### src/rtl/tfa_pkg.sv
package tfa_pkg;

  typedef enum logic [2:0] {
    S_IDLE  = 3'd0,
    S_IDX   = 3'd1,
    S_IWAIT = 3'd2,
    S_VTX   = 3'd3,
    S_HOLD  = 3'd4
  } tfa_state_e;

  // clamp a requested attribute count into 1..maxa
  function automatic logic [31:0] eff_attr(input logic [31:0] req, input logic [31:0] maxa);
    if (req == 32'd0) return 32'd1;
    if (req > maxa)   return maxa;
    return req;
  endfunction

  // vertices that end up in whole triangles
  function automatic logic [31:0] kept_verts(input logic [31:0] cnt);
    return (cnt / 32'd3) * 32'd3;
  endfunction

  function automatic logic [31:0] idx_word(input logic [31:0] base, input logic [31:0] start,
                                           input logic [31:0] v);
    return base + start + v;
  endfunction

  function automatic logic [31:0] vtx_word(input logic [31:0] base, input logic [31:0] vnum,
                                           input logic [31:0] acnt, input logic [31:0] a);
    return base + vnum * acnt + a;
  endfunction

endpackage

### src/rtl/tfa_seq.sv
module tfa_seq
  import tfa_pkg::*;
#(
  parameter int IDX_W    = 12,
  parameter int CNT_W    = 12,
  parameter int ADDR_W   = 16,
  parameter int ATTR_W   = 32,
  parameter int MAX_ATTR = 4,
  parameter int AIDX_W   = 2
) (
  input  logic                  clk,
  input  logic                  rst_n,
  input  logic                  cmd_valid,
  output logic                  cmd_ready,
  input  logic                  cmd_indexed,
  input  logic [IDX_W-1:0]      cmd_start,
  input  logic [CNT_W-1:0]      cmd_count,
  input  logic [ADDR_W-1:0]     cmd_idx_base,
  input  logic [ADDR_W-1:0]     cmd_vtx_base,
  input  logic [AIDX_W:0]       cmd_attr_cnt,
  output logic                  mem_req,
  output logic [ADDR_W-1:0]     mem_addr,
  input  logic [ATTR_W-1:0]     mem_rdata,
  input  logic                  tri_valid,
  input  logic                  tri_ready,
  output logic                  wr_en,
  output logic [1:0]            wr_k,
  output logic [AIDX_W-1:0]     wr_a,
  output logic                  wr_last,
  output logic                  done
);

  tfa_state_e          st;
  logic                ind_r;
  logic [IDX_W-1:0]    start_r;
  logic [ADDR_W-1:0]   ibase_r;
  logic [ADDR_W-1:0]   vbase_r;
  logic [AIDX_W:0]     acnt_r;
  logic [CNT_W-1:0]    nv_r;
  logic [CNT_W-1:0]    vcnt_r;
  logic [1:0]          k_r;
  logic [AIDX_W-1:0]   a_r;
  logic [IDX_W-1:0]    cur_r;

  // named internal events
  logic issue_idx, issue_vtx, vtx_end, tri_end, out_hs, cmd_take, last_tri;
  logic [31:0] nv_calc, acnt_calc, iaddr, vaddr;

  assign issue_idx = (st == S_IDX);
  assign issue_vtx = (st == S_VTX);
  assign vtx_end   = issue_vtx && ((AIDX_W+1)'(a_r) == acnt_r - 1'b1);
  assign tri_end   = vtx_end && (k_r == 2'd2);
  assign out_hs    = tri_valid && tri_ready;
  assign cmd_take  = cmd_valid && (st == S_IDLE);
  assign last_tri  = (vcnt_r == nv_r);
  assign cmd_ready = (st == S_IDLE);

  assign nv_calc   = kept_verts(32'(cmd_count));
  assign acnt_calc = eff_attr(32'(cmd_attr_cnt), 32'(MAX_ATTR));
  assign iaddr     = idx_word(32'(ibase_r), 32'(start_r), 32'(vcnt_r));
  assign vaddr     = vtx_word(32'(vbase_r), 32'(cur_r), 32'(acnt_r), 32'(a_r));

  assign mem_req  = issue_idx || issue_vtx;
  assign mem_addr = issue_idx ? iaddr[ADDR_W-1:0] : vaddr[ADDR_W-1:0];

  always_ff @(posedge clk) begin
    if (!rst_n) begin
      st      <= S_IDLE;
      ind_r   <= 1'b0;
      start_r <= '0;
      ibase_r <= '0;
      vbase_r <= '0;
      acnt_r  <= '0;
      nv_r    <= '0;
      vcnt_r  <= '0;
      k_r     <= '0;
      a_r     <= '0;
      cur_r   <= '0;
      wr_en   <= 1'b0;
      wr_k    <= '0;
      wr_a    <= '0;
      wr_last <= 1'b0;
      done    <= 1'b0;
    end else begin
      done    <= 1'b0;
      wr_en   <= issue_vtx;
      wr_k    <= k_r;
      wr_a    <= a_r;
      wr_last <= tri_end;
      case (st)
        S_IDLE: begin
          if (cmd_take) begin
            ind_r   <= cmd_indexed;
            start_r <= cmd_start;
            ibase_r <= cmd_idx_base;
            vbase_r <= cmd_vtx_base;
            acnt_r  <= acnt_calc[AIDX_W:0];
            nv_r    <= nv_calc[CNT_W-1:0];
            vcnt_r  <= '0;
            k_r     <= '0;
            a_r     <= '0;
            cur_r   <= cmd_start;
            if (nv_calc == 32'd0) done <= 1'b1;
            else st <= cmd_indexed ? S_IDX : S_VTX;
          end
        end
        S_IDX:   st <= S_IWAIT;
        S_IWAIT: begin
          cur_r <= mem_rdata[IDX_W-1:0];
          st    <= S_VTX;
        end
        S_VTX: begin
          if (vtx_end) begin
            a_r    <= '0;
            vcnt_r <= vcnt_r + 1'b1;
            cur_r  <= cur_r + 1'b1;
            if (k_r == 2'd2) begin
              k_r <= '0;
              st  <= S_HOLD;
            end else begin
              k_r <= k_r + 1'b1;
              st  <= ind_r ? S_IDX : S_VTX;
            end
          end else begin
            a_r <= a_r + 1'b1;
          end
        end
        S_HOLD: begin
          if (!wr_en && out_hs) begin
            if (last_tri) begin
              st   <= S_IDLE;
              done <= 1'b1;
            end else begin
              st <= ind_r ? S_IDX : S_VTX;
            end
          end
        end
        default: st <= S_IDLE;
      endcase
    end
  end

endmodule

### src/rtl/tfa_pack.sv
module tfa_pack #(
  parameter int MAX_ATTR = 4,
  parameter int ATTR_W   = 32,
  parameter int AIDX_W   = 2,
  localparam int TRI_W   = 3 * MAX_ATTR * ATTR_W
) (
  input  logic              clk,
  input  logic              rst_n,
  input  logic              wr_en,
  input  logic [1:0]        wr_k,
  input  logic [AIDX_W-1:0] wr_a,
  input  logic              wr_last,
  input  logic [ATTR_W-1:0] wr_data,
  input  logic              tri_ready,
  output logic              tri_valid,
  output logic [TRI_W-1:0]  tri_data
);

  logic [ATTR_W-1:0] slot [0:2][0:MAX_ATTR-1];
  logic              take;

  assign take = tri_valid && tri_ready;

  always_ff @(posedge clk) begin
    if (!rst_n || take) begin
      tri_valid <= 1'b0;
      for (int k = 0; k < 3; k++)
        for (int a = 0; a < MAX_ATTR; a++)
          slot[k][a] <= '0;
    end else if (wr_en) begin
      slot[wr_k][wr_a] <= wr_data;
      if (wr_last) tri_valid <= 1'b1;
    end
  end

  for (genvar gk = 0; gk < 3; gk++) begin : g_corner
    for (genvar ga = 0; ga < MAX_ATTR; ga++) begin : g_attr
      assign tri_data[(gk*MAX_ATTR+ga)*ATTR_W +: ATTR_W] = slot[gk][ga];
    end
  end

endmodule

### src/rtl/tfa_top.sv
module tfa_top #(
  parameter int IDX_W    = 12,
  parameter int CNT_W    = 12,
  parameter int ADDR_W   = 16,
  parameter int ATTR_W   = 32,
  parameter int MAX_ATTR = 4
) (
  input  logic                              clk,
  input  logic                              rst_n,
  input  logic                              cmd_valid,
  output logic                              cmd_ready,
  input  logic                              cmd_indexed,
  input  logic [IDX_W-1:0]                  cmd_start,
  input  logic [CNT_W-1:0]                  cmd_count,
  input  logic [ADDR_W-1:0]                 cmd_idx_base,
  input  logic [ADDR_W-1:0]                 cmd_vtx_base,
  input  logic [$clog2(MAX_ATTR):0]         cmd_attr_cnt,
  output logic                              mem_req,
  output logic [ADDR_W-1:0]                 mem_addr,
  input  logic [ATTR_W-1:0]                 mem_rdata,
  output logic                              tri_valid,
  input  logic                              tri_ready,
  output logic [3*MAX_ATTR*ATTR_W-1:0]      tri_data,
  output logic                              done
);

  localparam int AIDX_W = (MAX_ATTR > 1) ? $clog2(MAX_ATTR) : 1;

  if (MAX_ATTR < 1 || MAX_ATTR > 32) begin : g_bad_attr
    $error("MAX_ATTR must be within 1..32");
  end
  if (ATTR_W < IDX_W) begin : g_bad_width
    $error("ATTR_W must hold an index");
  end

  logic              wr_en, wr_last;
  logic [1:0]        wr_k;
  logic [AIDX_W-1:0] wr_a;
  logic [AIDX_W:0]   acnt_in;

  assign acnt_in = (AIDX_W+1)'(cmd_attr_cnt);

  tfa_seq #(
    .IDX_W(IDX_W), .CNT_W(CNT_W), .ADDR_W(ADDR_W),
    .ATTR_W(ATTR_W), .MAX_ATTR(MAX_ATTR), .AIDX_W(AIDX_W)
  ) u_seq (
    .clk(clk), .rst_n(rst_n),
    .cmd_valid(cmd_valid), .cmd_ready(cmd_ready), .cmd_indexed(cmd_indexed),
    .cmd_start(cmd_start), .cmd_count(cmd_count),
    .cmd_idx_base(cmd_idx_base), .cmd_vtx_base(cmd_vtx_base),
    .cmd_attr_cnt(acnt_in),
    .mem_req(mem_req), .mem_addr(mem_addr), .mem_rdata(mem_rdata),
    .tri_valid(tri_valid), .tri_ready(tri_ready),
    .wr_en(wr_en), .wr_k(wr_k), .wr_a(wr_a), .wr_last(wr_last),
    .done(done)
  );

  tfa_pack #(
    .MAX_ATTR(MAX_ATTR), .ATTR_W(ATTR_W), .AIDX_W(AIDX_W)
  ) u_pack (
    .clk(clk), .rst_n(rst_n),
    .wr_en(wr_en), .wr_k(wr_k), .wr_a(wr_a), .wr_last(wr_last),
    .wr_data(mem_rdata), .tri_ready(tri_ready),
    .tri_valid(tri_valid), .tri_data(tri_data)
  );

endmodule

### config.mk
export PLATFORM = sky130hd
export DESIGN_NAME = tfa_top
export DESIGN_NICKNAME = d
export VERILOG_FILES = /design/src/rtl/tfa_pkg.sv /design/src/rtl/tfa_seq.sv /design/src/rtl/tfa_pack.sv /design/src/rtl/tfa_top.sv
export SDC_FILE = /design/constraint.sdc
export NUM_CORES = 1
export LEC_CHECK = 0
export CORE_UTILIZATION = 51
export CTS_CLUSTER_DIAMETER = 40
export DETAILED_ROUTE_END_ITERATION = 8
export PLACE_DENSITY = 0.85
export RECOVER_POWER = 25
export SLEW_MARGIN = 20
export SYNTH_ARGS = -nofsm -noshare
export SYNTH_HDL_FRONTEND = slang
export SYNTH_SLANG_ARGS = --single-unit
### constraint.sdc
create_clock -name clk -period 9.69 [get_ports clk]
set_input_delay 1.938 -clock clk [delete_from_list [all_inputs] [get_ports clk]]
set_output_delay 1.938 -clock clk [all_outputs]
set_load 0.02 [all_outputs]
* After elaboration in Yosys (flattened, before gate mapping)
Memory sizes are Yosys's and may differ from the RTL's.
Index checks and enable logic that the tools add are counted.
** Word-level totals
- Flip-flop bits (word level) :: 99
- RAM bits :: 384
- Input bits :: 96
- Output and inout bits :: 404
- Logic and storage cells :: 111
- Memories kept :: 1
** Cells by class
- $add $sub $neg :: 9
- Multiply operators :: 2
- Divide/modulo/power cells :: 1
- $lt $le $gt $ge :: 3
- Equality and inequality tests :: 11
- Mux-type cells :: 44
- Bitwise gates (word level) :: 1
- Reductions and logical operators :: 22
** Memory list
- u_pack.slot :: depth 3, bits a word 128, rd ports 3, clocked after Yosys merged registers in 0, wr ports 3, RTL line tfa_pack.sv:19 : logic [ATTR_W-1:0] slot [0:2][0:MAX_ATTR-1];
** Operator list (count)
- 2-to-1 mux 128 bit :: 3
- OR reduction 128 bit :: 1
- demux 32 bit (select 2 bit) :: 1
- 2-to-1 mux 12 bit :: 4
- one-hot mux 12 bit (3 select lines) :: 1
- adder 16 x 12 -> 16 bit :: 2
- divider 12 x 2 -> 32 bit (second input constant) :: 1
- zero test 32 bit :: 1
- multiplier 32 x 2 -> 32 bit (second input constant) :: 1
- 2-to-1 mux 32 bit :: 1
- 2-to-1 mux 3 bit :: 10
- adder 12 x 1 -> 12 bit (second input constant) :: 2
- one-hot mux 12 bit (2 select lines) :: 1
- adder 16 x 15 -> 16 bit :: 1
- adder 16 x 2 -> 16 bit :: 1
- 2-to-1 mux 16 bit :: 1
- multiplier 12 x 3 -> 15 bit :: 1
- one-hot mux 3 bit (5 select lines) :: 1
- 2-to-1 mux 2 bit :: 7
- equality test 12 bit :: 1
- 2-to-1 mux 1 bit :: 11
- one-hot mux 2 bit (2 select lines) :: 2
- equality test 3 x 2 -> 1 bit (second input constant) :: 2
- logical AND 1 bit :: 6
- other kinds (21) :: 30

* Longest topological paths before layout
- Word-level depth :: 8
- Gate-level depth with buffers :: 39

* By module
From an unflattened synthesis, not the netlist that was laid out.
** Unflattened totals
- Cell total of the unflattened synthesis :: 1962
- Area, all modules :: 23161.0 µm²
** By module, submodules not included
- tfa_pack :: instances 1, cells an instance 867, area an instance 14602.8 µm², sequential area each 11551.1 µm²
- tfa_seq :: instances 1, cells an instance 1095, area an instance 8558.2 µm², sequential area each 1961.9 µm²

* Worst setup path after synthesis
Ideal clock, no wire load.
- Path kind :: in2reg
- Start point :: input cmd_count[10]
- End point :: register u_seq.done
- Arrival time :: 8341 ps
- Path slack :: 1234 ps
- Stages on the path :: 38
- Cell sequence :: buf_2 buf_2 clkbuf_1 ha_1 buf_2 nand2b_1 a311oi_2 nand2_1 or3_4 and2_1 clkbuf_1 nor3_1 o31a_1 nor2_1 nand2_1 nor3_1 a21o_1 ha_1 [... 2 more ...] o31a_1 mux2i_1 nor4_1 nand2_1 ha_1 inv_1 fa_1 nor2b_1 o21ai_0 a21boi_0 o21ai_0 a21boi_0 o21ai_0 a21boi_0 or4_1 nand4_1 o32ai_1 and3_1
** Between the ends
- Longest elaborated chain between the ends :: 6
** RTL lines
- start: declaration :: RTL line tfa_top.sv:14 : input logic [CNT_W-1:0] cmd_count,
- divider 12 x 2 -> 32 bit :: RTL line tfa_pkg.sv:20 : return (cnt / 32'd3) * 32'd3;
- multiplier 32 x 2 -> 32 bit :: RTL line tfa_pkg.sv:20
- via u_seq.nv_calc[0] :: RTL line tfa_seq.sv:47 : logic [31:0] nv_calc, acnt_calc, iaddr, vaddr;
- zero test 32 bit :: RTL line tfa_seq.sv:103 : if (nv_calc == 32'd0) done <= 1'b1;
- 2-to-1 mux 1 bit :: RTL line tfa_seq.sv:103
- 2-to-1 mux 1 bit :: RTL line tfa_seq.sv:92 : if (cmd_take) begin
- one-hot mux 1 bit (2 select lines) :: RTL line tfa_seq.sv:90 : case (st)
- end signal: assignment :: RTL line tfa_seq.sv:83 : done <= 1'b0;
- end signal: assignment :: RTL line tfa_seq.sv:85 : done <= 1'b0;
- end signal: assignment :: RTL line tfa_seq.sv:103
- end: declaration :: RTL line tfa_seq.sv:30 : output logic done
The timed path passes the listed nets, and every way through them passes these cells.
A chain may end at the register's enable or synchronous reset.

* Worst setup path in the final report
- Start point :: input cmd_count[11]
- End point :: register u_seq.st[1]
** Between the ends
- Longest elaborated chain between the ends :: 5
** RTL lines
- divider 12 x 2 -> 32 bit :: RTL line tfa_pkg.sv:20
- multiplier 32 x 2 -> 32 bit :: RTL line tfa_pkg.sv:20
- via u_seq.nv_calc[0] :: RTL line tfa_seq.sv:47
- zero test 32 bit :: RTL line tfa_seq.sv:103
- != test 2 bit (no source line)
- AND reduction 4 bit (no source line)
- end signal: assignment :: RTL line tfa_seq.sv:104 : else st <= cmd_indexed ? S_IDX : S_VTX;
- end signal: assignment :: RTL line tfa_seq.sv:122 : st <= ind_r ? S_IDX : S_VTX;
- end signal: assignment :: RTL line tfa_seq.sv:134 : st <= ind_r ? S_IDX : S_VTX;
- end: declaration :: RTL line tfa_seq.sv:33 : tfa_state_e st;
The timed path passes the listed nets, and every way through them passes these cells.

==> results.json <==
{
  "gp_congestion": 0.930,
  "drive_gt1_frac": 0.0617,
  "wl_mm": 71.8,
  "fmax_ghz": 0.110,
  "ant_nets": 0,
  "start_kind": "primary input",
  "min_period_over_period": 0.937,
  "max-vdd-ir-drop_mv": 0.148,
  "rsz0062_at_grt": "false",
  "multi_input_area_um2": 7560,
  "p_per_area_nw_per_um2": 182,
  "num-fill-cells": 2880,
  "hp-class": "flip-flop to flip-flop",
  "cts_tree": "done",
  "firstDrtPassIters": 7,
  "critPathMaxFanout": 10,
  "final.setup.tns_ns": 0,
  "status": "finished, violations left",
  "numCtsBuffers": 57,
  "clock_path_buffers": 3,
  "rows": 75,
  "critPathArrivalTime_ns": 9.54,
  "rr_worst_depth": 5,
  "fin_crit_ns": 9.08,
  "seq_area_frac_synth": 0.620,
  "nets": 2615,
  "cap_violations": 1,
  "crit_type": "primary input to flip-flop",
  "synth_warnings": 0,
  "cp-end-kind": "flip-flop",
  "tightest_slew_ns": 3.29,
  "synth-edff-count": 384,
  "place_area_um2": 27300,
  "grt_usage": 0.327,
  "stdcell_area_um2": 29100,
  "clkLatencyLatePin_ns": 0.61,
  "clk_pin_slew_ns": 0.06,
  "r2r_setup_slack_ns": 5.55,
  "failed_checks": "capacitance limit, slew limit",
  "synth_area_per_cell_um2": 11.2,
  "die_x_um": 209,
  "finalPower_mw": 5.30,
  "die_h_um": 209,
  "wl_per_cell_um": 23.8,
  "synthCells": 1949,
  "cts.sink_count": 483,
  "cellLeakagePower_nw": 11.3,
  "grt_first_pass_wirelength_mm": 106,
  "netlist_area_um2": 21800,
  "hold_path_depth": 2,
  "core_area_um2": 42000,
  "cpMaxStageDelayCell": "or3_1",
  "final_cells": 3018,
  "antenna_found_initial": 0,
  "netlist-cell-type-count": 79,
  "finalCoreUtilization": 0.693,
  "async_flop_share": 0,
  "antenna_cells": 0,
  "start_util": 0.518,
  "drt_iter0_markers": 1709,
  "min_to": "u_pack.tri_valid",
  "cts.htree.levels": 2,
  "slowest_delay_ns": 0.52,
  "synth_flop_cell": "edfxtp_1",
  "r2r_end": "u_pack.slot[2][102]",
  "vias": 17600,
  "hold_viol_final": 0,
  "die_area_um2": 43500,
  "drv_slew": 90,
  "setup_viol": 0,
  "hpwl_mm": 49.8,
  "setup_ws_ns": 0.615,
  "min_from": "u_seq.wr_last",
  "dpl.cell_count": 2913,
  "critical_path_required_ns": 10.15,
  "hold_ws_ns": 0.464,
  "final-seq-area_um2": 13500,
  "numPortBuffers": 499,
  "area_growth_pct": 33.8,
  "relSlewSlack": -1.20,
  "synth-seq-cells": 483,
  "syn-num-nets": 2131,
  "clockRootBuffer": "clkbuf_16",
  "worstReg2RegStart": "u_pack.tri_valid",
  "drc_errors": 0,
  "skew_ns": 0.0219,
  "routed_via_density": 5.85,
  "grt_start_max_net_pins": 90,
  "grt_pass1_vias": 17200,
  "dpl_worst_slack_ns": 0.153,
  "grt.overflow.total": 0,
  "ios": 500
}
cell usage in the layout (no fill, tap or decap), types with 17 or more instances in the layout:
cell type	n
edfxtp_1	384
nor2_1	356
nand2_1	268
clkdlybuf4s50_1	263
dlygate4sd3_1	235
inv_1	106
dfxtp_1	99
a21oi_1	69
a21boi_0	66
o21ai_0	60
clkbuf_16	57
ha_1	47
fa_1	39
nand3_1	28
xor2_1	26
xnor2_1	24
buf_4	22
nor3_1	20
nor2b_1	19
and2_1	17
worst max-delay path, delay by kind of cell:
family,cells,cell delay (ns)
muxes,2,0.53
AOI/OAI and AO/OA,14,3.10
and+or+nand+nor,11,2.27
adders and majority gates,4,1.18
buffers and inverters,2,0.49
state kept, by name (all words and copies together) (netlist names):
register          flops
u_pack.tri_valid      1
u_seq.cur_r          12
u_seq.st              3
u_seq.vbase_r        16
u_seq.a_r             2
u_seq.done            1
u_pack.slot         384
u_seq.ibase_r        16
u_seq.k_r             2
u_seq.wr_a            2
u_seq.start_r        12
u_seq.ind_r           1
u_seq.wr_en           1
u_seq.vcnt_r         12
u_seq.wr_last         1
u_seq.wr_k            2
u_seq.nv_r           12
u_seq.acnt_r          3
final cells by class:
cell class,instances,area share
multi-input cells,1263,0.259
well taps,539,0.0231
flip-flops and latches,483,0.464
inverters,106,0.0137
clock buffers,62,0.0496
clock inverters,43,0.0136
repair buffers,522,0.177
cells in the mapped netlist, drive strengths merged, types with 28 or more instances:
cell | n | area share
edfxtp | 384 | 0.53
nor2 | 357 | 0.062
nand2 | 280 | 0.048
inv | 106 | 0.018
dfxtp | 99 | 0.091
clkbuf | 83 | 0.014
a21oi | 69 | 0.016
a21boi | 66 | 0.023
o21ai | 63 | 0.014
ha | 47 | 0.027
fa | 39 | 0.036
nand3 | 28 | 0.0064
worst max path at each step:
stage	startpoint	to	slack [ns]	cells past startpoint
5_1_grt	cmd_count[11]	u_seq.done	0.05	34
3_3_place_gp	cmd_count[11]	u_seq.done	0.54	34
2_1_floorplan	cmd_count[10]	u_seq.done	1.23	38
4_1_cts	cmd_count[11]	u_seq.done	0.75	34
3_5_place_dp	cmd_count[11]	u_seq.done	0.15	34
6_report	cmd_count[11]	u_seq.st[1]	0.61	33
power breakdown:
part	internal, mW	switching, mW	total [mW]	leakage [nW]
combinational	0.324	0.501	0.825	5.68
sequential	2.33	0.0692	2.40	4.77
clock	1.18	0.898	2.08	0.880
total	3.83	1.47	5.30	11.3
layer usage:
| metal | share of wire | GRT usage | wire (um) | vias to the layer above |
|---|---|---|---|---|
| li1 | - | - | - | 7729 |
| met1 | 0.34 | 0.373 | 24700 | 8609 |
| met2 | 0.51 | 0.588 | 36700 | 1090 |
| met3 | 0.086 | 0.0532 | 6200 | 213 |
| met4 | 0.059 | 0.172 | 4240 | 0 |
| met5 | 0 | 0 | 0 | - |
logic make-up after synthesis:
logic type	share of synthesized area
muxes	0.00511
xor gates and xnor gates	0.0201
and+or+nand+nor	0.158
DFF	0.620
adders and majority gates	0.0633
buffers and inverters	0.0358
AOI/OAI and AO/OA	0.0974
repair_timing:
item,CTS,global route
gates resized for setup,0,1
endpoints found under the setup margin,0,3
buffers inserted,0,0
hold buffers,0,0
Note: power is estimated with default switching activity, not from simulation.
